`config.mk`:
```
export PLATFORM = sky130hd
export DESIGN_NAME = modem_ctl_status
export DESIGN_NICKNAME = d
export VERILOG_FILES = /design/src/rtl/mstat_pkg.sv /design/src/rtl/mstat_sync.sv /design/src/rtl/mstat_track.sv /design/src/rtl/mctl_reg.sv /design/src/rtl/modem_ctl_status.sv
export SDC_FILE = /design/constraint.sdc
export NUM_CORES = 1
export LEC_CHECK = 0
export ABC_CLOCK_PERIOD_IN_PS = 1000
export BUFFER_PORTS_ARGS = -buffer_cell sky130_fd_sc_hd__clkbuf_2
export CAP_MARGIN = 10
export CORE_AREA = 4 4 56 58
export DETAILED_ROUTE_END_ITERATION = 7
export DIE_AREA = 0 0 60 62
export PLACE_DENSITY = 0.73
export SETUP_SLACK_MARGIN = 0.2
export SLEW_MARGIN = 20
export SYNTH_ARGS = -nofsm -noshare
export SYNTH_HDL_FRONTEND = slang
export SYNTH_SLANG_ARGS = --single-unit
```
`constraint.sdc`:
```
create_clock -name clk -period 1 [get_ports clk]
set_input_delay 0.2 -clock clk [delete_from_list [all_inputs] [get_ports clk]]
set_output_delay 0.2 -clock clk [all_outputs]
set_load 0.01 [all_outputs]
```
`src/rtl/mstat_pkg.sv`:
```
package mstat_pkg;
  localparam int MCR_W  = 5;
  localparam int LINE_W = 4;
  // line vector order {dcd, ri, dsr, cts}, matching status bits 7:4
  localparam logic [MCR_W-1:0]  MCR_RESET  = 5'b01000;
  localparam logic [LINE_W-1:0] LINE_RESET = 4'b1011;
  localparam int MCR_LOOP = 4;
  localparam int MCR_OUT2 = 3;
  localparam int MCR_OUT1 = 2;
  localparam int MCR_RTS  = 1;
  localparam int MCR_DTR  = 0;
  localparam int LN_DCD = 3;
  localparam int LN_RI  = 2;
  localparam int LN_DSR = 1;
  localparam int LN_CTS = 0;
endpackage

```
`src/rtl/mstat_sync.sv`:
```
module mstat_sync #(
  parameter int W = 4,
  parameter int STAGES = 2,
  parameter logic [W-1:0] RST_VAL = '0
) (
  input  logic         clk,
  input  logic         rst,
  input  logic [W-1:0] din,
  output logic [W-1:0] dout
);
  logic [W-1:0] stg [STAGES];

  always_ff @(posedge clk) begin
    if (rst) begin
      for (int i = 0; i < STAGES; i++) stg[i] <= RST_VAL;
    end else begin
      stg[0] <= din;
      for (int i = 1; i < STAGES; i++) stg[i] <= stg[i-1];
    end
  end

  assign dout = stg[STAGES-1];
endmodule

```
`src/rtl/mstat_track.sv`:
```
module mstat_track
  import mstat_pkg::*;
(
  input  logic              clk,
  input  logic              rst,
  input  logic [LINE_W-1:0] lines_s,
  input  logic              clr,
  output logic [LINE_W-1:0] hi_q,
  output logic [LINE_W-1:0] dlt_q
);
  logic [LINE_W-1:0] evt;

  always_comb begin
    evt         = hi_q ^ lines_s;
    evt[LN_RI]  = hi_q[LN_RI] & ~lines_s[LN_RI];
  end

  always_ff @(posedge clk) begin
    if (rst) begin
      hi_q  <= LINE_RESET;
      dlt_q <= '0;
    end else begin
      hi_q  <= lines_s;
      dlt_q <= (clr ? '0 : dlt_q) | evt;
    end
  end
endmodule

```
`src/rtl/mctl_reg.sv`:
```
module mctl_reg
  import mstat_pkg::*;
(
  input  logic             clk,
  input  logic             rst,
  input  logic             we,
  input  logic [MCR_W-1:0] wdata,
  output logic [MCR_W-1:0] mcr_q,
  output logic             rts_q,
  output logic             dtr_q
);
  always_ff @(posedge clk) begin
    if (rst) begin
      mcr_q <= MCR_RESET;
      rts_q <= MCR_RESET[MCR_RTS];
      dtr_q <= MCR_RESET[MCR_DTR];
    end else if (we) begin
      mcr_q <= wdata;
      if (!wdata[MCR_LOOP]) begin
        rts_q <= wdata[MCR_RTS];
        dtr_q <= wdata[MCR_DTR];
      end
    end
  end
endmodule

```
`src/rtl/modem_ctl_status.sv`:
```
module modem_ctl_status
  import mstat_pkg::*;
#(
  parameter int SYNC_STAGES = 2,
  parameter int DATA_W = 8
) (
  input  logic              clk,
  input  logic              rst,
  input  logic              bus_sel,
  input  logic              bus_wr,
  input  logic              bus_rd,
  input  logic [DATA_W-1:0] bus_wdata,
  output logic [DATA_W-1:0] bus_rdata,
  input  logic              cts_in,
  input  logic              dsr_in,
  input  logic              dcd_in,
  input  logic              ri_in,
  output logic              rts_out,
  output logic              dtr_out,
  output logic              delta_pend
);
  localparam int PAD_W = DATA_W - 2*LINE_W;
  localparam int MPAD_W = DATA_W - MCR_W;

  logic [MCR_W-1:0]  mcr_q;
  logic [LINE_W-1:0] line_sync, stat_hi, stat_dlt;
  logic              loop_on, clr_rd;
  logic [DATA_W-1:0] rd_next;

  mstat_sync #(.W(LINE_W), .STAGES(SYNC_STAGES), .RST_VAL(LINE_RESET)) u_sync (
    .clk(clk), .rst(rst),
    .din({dcd_in, ri_in, dsr_in, cts_in}),
    .dout(line_sync)
  );

  assign loop_on = mcr_q[MCR_LOOP];
  assign clr_rd  = bus_rd & bus_sel & ~loop_on;

  mstat_track u_track (
    .clk(clk), .rst(rst), .lines_s(line_sync), .clr(clr_rd),
    .hi_q(stat_hi), .dlt_q(stat_dlt)
  );

  mctl_reg u_mcr (
    .clk(clk), .rst(rst), .we(bus_wr & ~bus_sel),
    .wdata(bus_wdata[MCR_W-1:0]),
    .mcr_q(mcr_q), .rts_q(rts_out), .dtr_q(dtr_out)
  );

  always_comb begin
    if (!bus_sel)
      rd_next = {{MPAD_W{1'b0}}, mcr_q};
    else if (loop_on)
      rd_next = {{PAD_W{1'b0}}, mcr_q[MCR_OUT2], mcr_q[MCR_OUT1],
                 mcr_q[MCR_DTR], mcr_q[MCR_RTS], 4'b0000};
    else
      rd_next = {{PAD_W{1'b0}}, stat_hi, stat_dlt};
  end

  always_ff @(posedge clk) begin
    if (rst)         bus_rdata <= '0;
    else if (bus_rd) bus_rdata <= rd_next;
  end

  assign delta_pend = |stat_dlt;
endmodule

```
==> impl_metrics.json, run 1 <==
{
  "ys_ff_latch": 31,
  "final_util": 0.604,
  "overflow": 0,
  "synthDominantCellAreaShare": 0.547,
  "cts.clk_slew.worst_paths_ns": 0.09,
  "relSlewSlack": 0.782,
  "syn_avg_cell_area_sq_um": 10.3,
  "clockBufferDepth": 2,
  "critPathLaunchType": "flop",
  "period_share": 1.50,
  "power.leakage_uw": 0.000674,
  "numCtsBuffers": 5,
  "synth_area_leaders": "dfxtp_1 (55%), mux2i_1 (7.9%), or2_2 (5.0%), nor2_1 (4.0%), nor2b_1 (3.3%)",
  "dr.pass1.iters": 2,
  "synth-main-ff-cell": "dfxtp_1",
  "finalClockSkew_ns": 0.00146,
  "vias": 886,
  "end_kind": "output port",
  "synth_edf_count": 0,
  "viasPerCell": 4.82,
  "place_congestion": 0.765,
  "path_max_fanout": 2,
  "stdcell_count": 184,
  "synthTopCellsByCount": "dfxtp_1 (31), nor2_1 (12), mux2i_1 (9), or2_2 (9), nor2b_1 (6)",
  "required_ns": 0.80,
  "ctsRootBufferMaster": "clkbuf_4",
  "tritoncts": "yes",
  "violations": "setup timing",
  "synth_fp_nets": 127,
  "drtAntennaViolNets": 0,
  "totalWireLength_um": 2230,
  "max_freq_ghz": 0.665,
  "max_cap_violations": 0,
  "drive_above_1_share": 0.549,
  "fin_nets": 169,
  "clock_sinks": 31,
  "synth_area_leader_cell": "dfxtp_1",
  "power.density_nw_per_um2": 1470,
  "hp-class": "primary input to flop",
  "rsz0062_at_grt": "true",
  "period_needed_ns": 1.50,
  "clock_latency_ns": 0.32,
  "worst_slack_ns": -0.505,
  "rows": 19,
  "finalPower_uw": 2360,
  "die_w_um": 60,
  "coreArea_sq_um": 2660,
  "wl_per_cell_um": 12.1,
  "grt_max_degree": 16,
  "dp_hpwl_um": 1610,
  "drcViolationCount": 0,
  "grt_usage": 0.129,
  "timing_worst_setup_path_type": "flop to output port",
  "hold_buffers": 0,
  "tightest_slew_ns": 0.326,
  "outcome": "complete, but fails checks",
  "die_area_sq_um": 3720,
  "io_pins": 28,
  "drt_iter0_markers": 4,
  "die_height_um": 62,
  "yosysWarnings": 0,
  "fill_cells": 202,
  "synth.distinct_cells": 26,
  "hold_viol_final": 0,
  "yosysMostFrequentCell": "dfxtp_1",
  "grt_pass1_vias": 803,
  "placedCellCount": 172,
  "syn_area_sq_um": 1130,
  "critPathArrivalTime_ns": 1.30,
  "dpl_cell_area_sq_um": 1390,
  "grt_pass1_wl_um": 3350,
  "irDropWorstVdd_v": 0.00105,
  "io_buffers": 24,
  "async_reset_ff_frac": 0,
  "antenna_found_initial": 0,
  "ys_seq_area_frac": 0.547,
  "cts_max_level": 2,
  "start_util": 0.426,
  "setup_viol": 1,
  "n_antenna_cell": 0,
  "finalInstanceArea_sq_um": 1610,
  "synthCells": 110,
  "maxSlewViolCount": 0,
  "fin_setup_tns_ns": -0.505,
  "syn2layout_area_growth_pct": 41.8
}
==> kinds of logic after synthesis <==
logic type      share of synthesized area
compound gates                      0.106
buf+inv                            0.0375
simple gates                        0.206
flops                               0.547
xor+xnor                           0.0232
mux                                0.0795
==> critical path, stage by stage (launching register included) <==
cell and delay, ns:
dfxtp_2 0.33, or4_4 0.52, buf_6 0.13
==> layout by cell type, fill, tap and decap left out, drive strengths merged, types with 6 or more instances in the layout <==
cell / instances
clkbuf: 20
nor2: 12
nor2b: 6
mux2i: 9
dfxtp: 31
or2: 9
buf: 29
==> through the flow <==
stage | hold WS [ns] | worst slack (ns)
after floorplan | 0.304 | -0.0363
after CTS | 0.0296 | -0.514
after global placement | 0.382 | -0.135
final | 0.0497 | -0.505
after detailed placement | 0.387 | -0.143
after global routing | 0.0180 | -0.546
==> power breakdown <==
| part | total (uW) | internal [uW] | switching (uW) |
|---|---|---|---|
| logic | 356 | 210 | 146 |
| registers | 1340 | 1300 | 39.6 |
| clock network | 663 | 273 | 390 |
| total | 2360 | 1780 | 576 |
==> registers in the layout, summed over array words and instances (netlist names) <==
| name | flops |
|---|---|
| bus_rdata | 8 |
| u_sync.stg | 8 |
| u_mcr.mcr_q | 5 |
| u_track.dlt_q | 4 |
| u_track.hi_q | 4 |
| u_mcr.dtr_q | 1 |
| u_mcr.rts_q | 1 |
==> routing by layer <==
metal | part of all wire | GRT usage | vias up | routed length [um]
li1 | - | - | 457 | -
met2 | 0.49 | 0.215 | 18 | 1090
met3 | 0.057 | 0.0620 | 8 | 128
met5 | 0 | 0 | - | 0
met4 | 0.024 | 0.0759 | 0 | 53
met1 | 0.43 | 0.132 | 403 | 960
==> repair_timing <==
action	4_1_cts	5_1_grt
setup buffers	1	3
resized for setup	18	33
pin swaps	2	4
endpoints found under the setup margin	23	24
==> area by class of cell <==
cell class                      count  area, sq um  area share
Tap cell                           31         38.8      0.0241
Sequential cell                    31          641       0.398
Multi-Input combinational cell     71          541       0.336
Timing Repair Buffer               42          332       0.206
Clock buffer                        7         45.0      0.0280
Inverter                            1         6.26     0.00389
Clock inverter                      1         5.00     0.00311
==> worst paths after layout <==
kind	startpoint	endpoint	slack, ns	cells past startpoint
min	cts_in	u_sync.stg[0][0]	0.05	2
max reg2reg	u_mcr.mcr_q[4]	bus_rdata[2]	0.04	3
min reg2reg	u_sync.stg[0][1]	u_sync.stg[0][5]	0.41	1
max	u_track.dlt_q[0]	delta_pend	-0.50	2
Note: power is estimated with default switching activity, not from simulation.
==> run 2, diff against run 1 <==
--- a/config.mk
+++ b/config.mk
@@ -7,11 +7,11 @@
 export LEC_CHECK = 0
 export ABC_CLOCK_PERIOD_IN_PS = 1000
 export BUFFER_PORTS_ARGS = -buffer_cell sky130_fd_sc_hd__clkbuf_2
-export CAP_MARGIN = 10
 export CORE_AREA = 4 4 56 58
 export DETAILED_ROUTE_END_ITERATION = 7
 export DIE_AREA = 0 0 60 62
 export PLACE_DENSITY = 0.73
+export RECOVER_POWER = 100
 export SETUP_SLACK_MARGIN = 0.2
 export SLEW_MARGIN = 20
 export SYNTH_ARGS = -nofsm -noshare
==> run 2 against run 1 <==
Effect of this change:
- the flow still finishes with violations (setup timing)
- wire length is essentially flat
- non-clock buffer count unchanged
- flip-flop and latch count unchanged
- first-iteration DRC count up 50%
- clock-buffer cell count unchanged
- total power is 0.47% lower
- design area decreased by 2.0%
- final cell count did not move
- critical path type unchanged
- largest cell class unchanged
==> impl_metrics.json, run 2 (synthesized netlist as in run 1, its figures left out) <==
{
  "overflow": 0,
  "use_met1": 0.132,
  "place_congestion": 0.765,
  "reg_top3": "bus_rdata: 8 flops, u_sync.stg: 8 flops, u_mcr.mcr_q: 5 flops",
  "die_height_um": 62,
  "dp_hpwl_um": 1610,
  "grt_max_degree": 16,
  "final_common_cell": "dfxtp_1",
  "drt_iter0_markers": 6,
  "antenna_found_initial": 0,
  "tightest_slew_ns": 0.614,
  "drcViolationCount": 0,
  "hold_slack_ns": 0.0503,
  "dr.pass1.iters": 2,
  "use_met2": 0.215,
  "fill_cells": 210,
  "r2r-start": "u_mcr.mcr_q[4]",
  "finalClockSkew_ns": 0.00256,
  "cts_max_level": 2,
  "power.density_nw_per_um2": 1490,
  "grt.busiest_layer": "met2",
  "clock_sinks": 31,
  "timing_worst_setup_path_type": "flop to output port",
  "cp-startpoint": "u_track.dlt_q[0]",
  "io_pins": 28,
  "cts.clk_slew.worst_paths_ns": 0.09,
  "fin_setup_tns_ns": -0.510,
  "viasPerCell": 4.80,
  "rows": 19,
  "vias": 883,
  "finalPower_uw": 2350,
  "grt_usage": 0.129,
  "die_area_sq_um": 3720,
  "start_util": 0.426,
  "maxSlewViolCount": 0,
  "drive_above_1_share": 0.503,
  "period_share": 1.51,
  "required_ns": 0.80,
  "wl_per_cell_um": 12.1,
  "layout_common_cells": "dfxtp_1 (18), clkbuf_2 (14), dfxtp_2 (13)",
  "grt_pass1_wl_um": 3350,
  "violations": "setup timing",
  "io_buffers": 24,
  "power.leakage_uw": 0.000656,
  "critPathLaunchType": "flop",
  "path_max_fanout": 2,
  "finalInstanceArea_sq_um": 1580,
  "worst_slack_ns": -0.505,
  "use_met3": 0.0620,
  "seqCellArea_sq_um": 637,
  "stdcell_count": 184,
  "die_w_um": 60,
  "setup_viol": 2,
  "ctsRootBufferMaster": "clkbuf_4",
  "multi_input_area_sq_um": 536,
  "dpl_cell_area_sq_um": 1390,
  "max_cap_violations": 0,
  "hold_viol_final": 0,
  "outcome": "complete, but fails checks",
  "placedCellCount": 172,
  "totalWireLength_um": 2230,
  "min-delay-start": "cts_in",
  "clockBufferDepth": 2,
  "irDropWorstVdd_v": 0.00105,
  "relSlewSlack": 0.591,
  "end_kind": "output port",
  "fin_nets": 169,
  "grt_pass1_vias": 803,
  "critPathArrivalTime_ns": 1.31,
  "drtAntennaViolNets": 0,
  "tritoncts": "yes",
  "period_needed_ns": 1.51,
  "syn2layout_area_growth_pct": 39.0,
  "clock_latency_ns": 0.32,
  "numCtsBuffers": 5,
  "rsz0062_at_grt": "true",
  "hp-class": "primary input to flop",
  "coreArea_sq_um": 2660,
  "max_freq_ghz": 0.664,
  "n_antenna_cell": 0
}
[run 2: final timing paths]
check | slack (ns) | cells after the start | end
worst min-delay path | 0.05 | 2 | u_sync.stg[0][0]
worst max-delay path | -0.51 | 2 | delta_pend
worst max register to register | 0 | 3 | bus_rdata[7]
worst min register to register | 0.41 | 1 | u_sync.stg[0][5]
[run 2: repair_timing]
action	CTS	global route
pin swaps	2	4
resized for setup	18	33
setup endpoints to repair	23	24
hold buffers	0	0
gates cloned	0	0
setup buffers	1	3
[run 2: area by class of cell]
type                            count  share of cell area
Multi-Input combinational cell     71               0.340
Tap cell                           31              0.0246
Clock inverter                      1             0.00318
Inverter                            1             0.00238
Sequential cell                    31               0.404
Timing Repair Buffer               42               0.197
Clock buffer                        7              0.0286
[run 2: where the power goes]
part | switching [uW] | internal [uW]
Clock | 391 | 273
Combinational | 145 | 200
Sequential | 38.2 | 1300
Total | 574 | 1770
[run 2: through the flow]
step	utilization	setup slack [ns]
3_5_place_dp	0.521	-0.143
4_1_cts	0.554	-0.514
2_1_floorplan	-	-0.0363
5_1_grt	0.592	-0.546
3_3_place_gp	0.521	-0.135
6_report	0.592	-0.505
[run 2: worst max-delay path: stages, from the launching register on]
cell,delay (ns)
dfxtp_2,0.33
or4_4,0.52
buf_6,0.13
[run 2: layer usage]
layer / routed length, um / up-vias
met5: 0 / -
met3: 128 / 8
met4: 53 / 0
met1: 965 / 402
met2: 1090 / 18
li1: - / 455
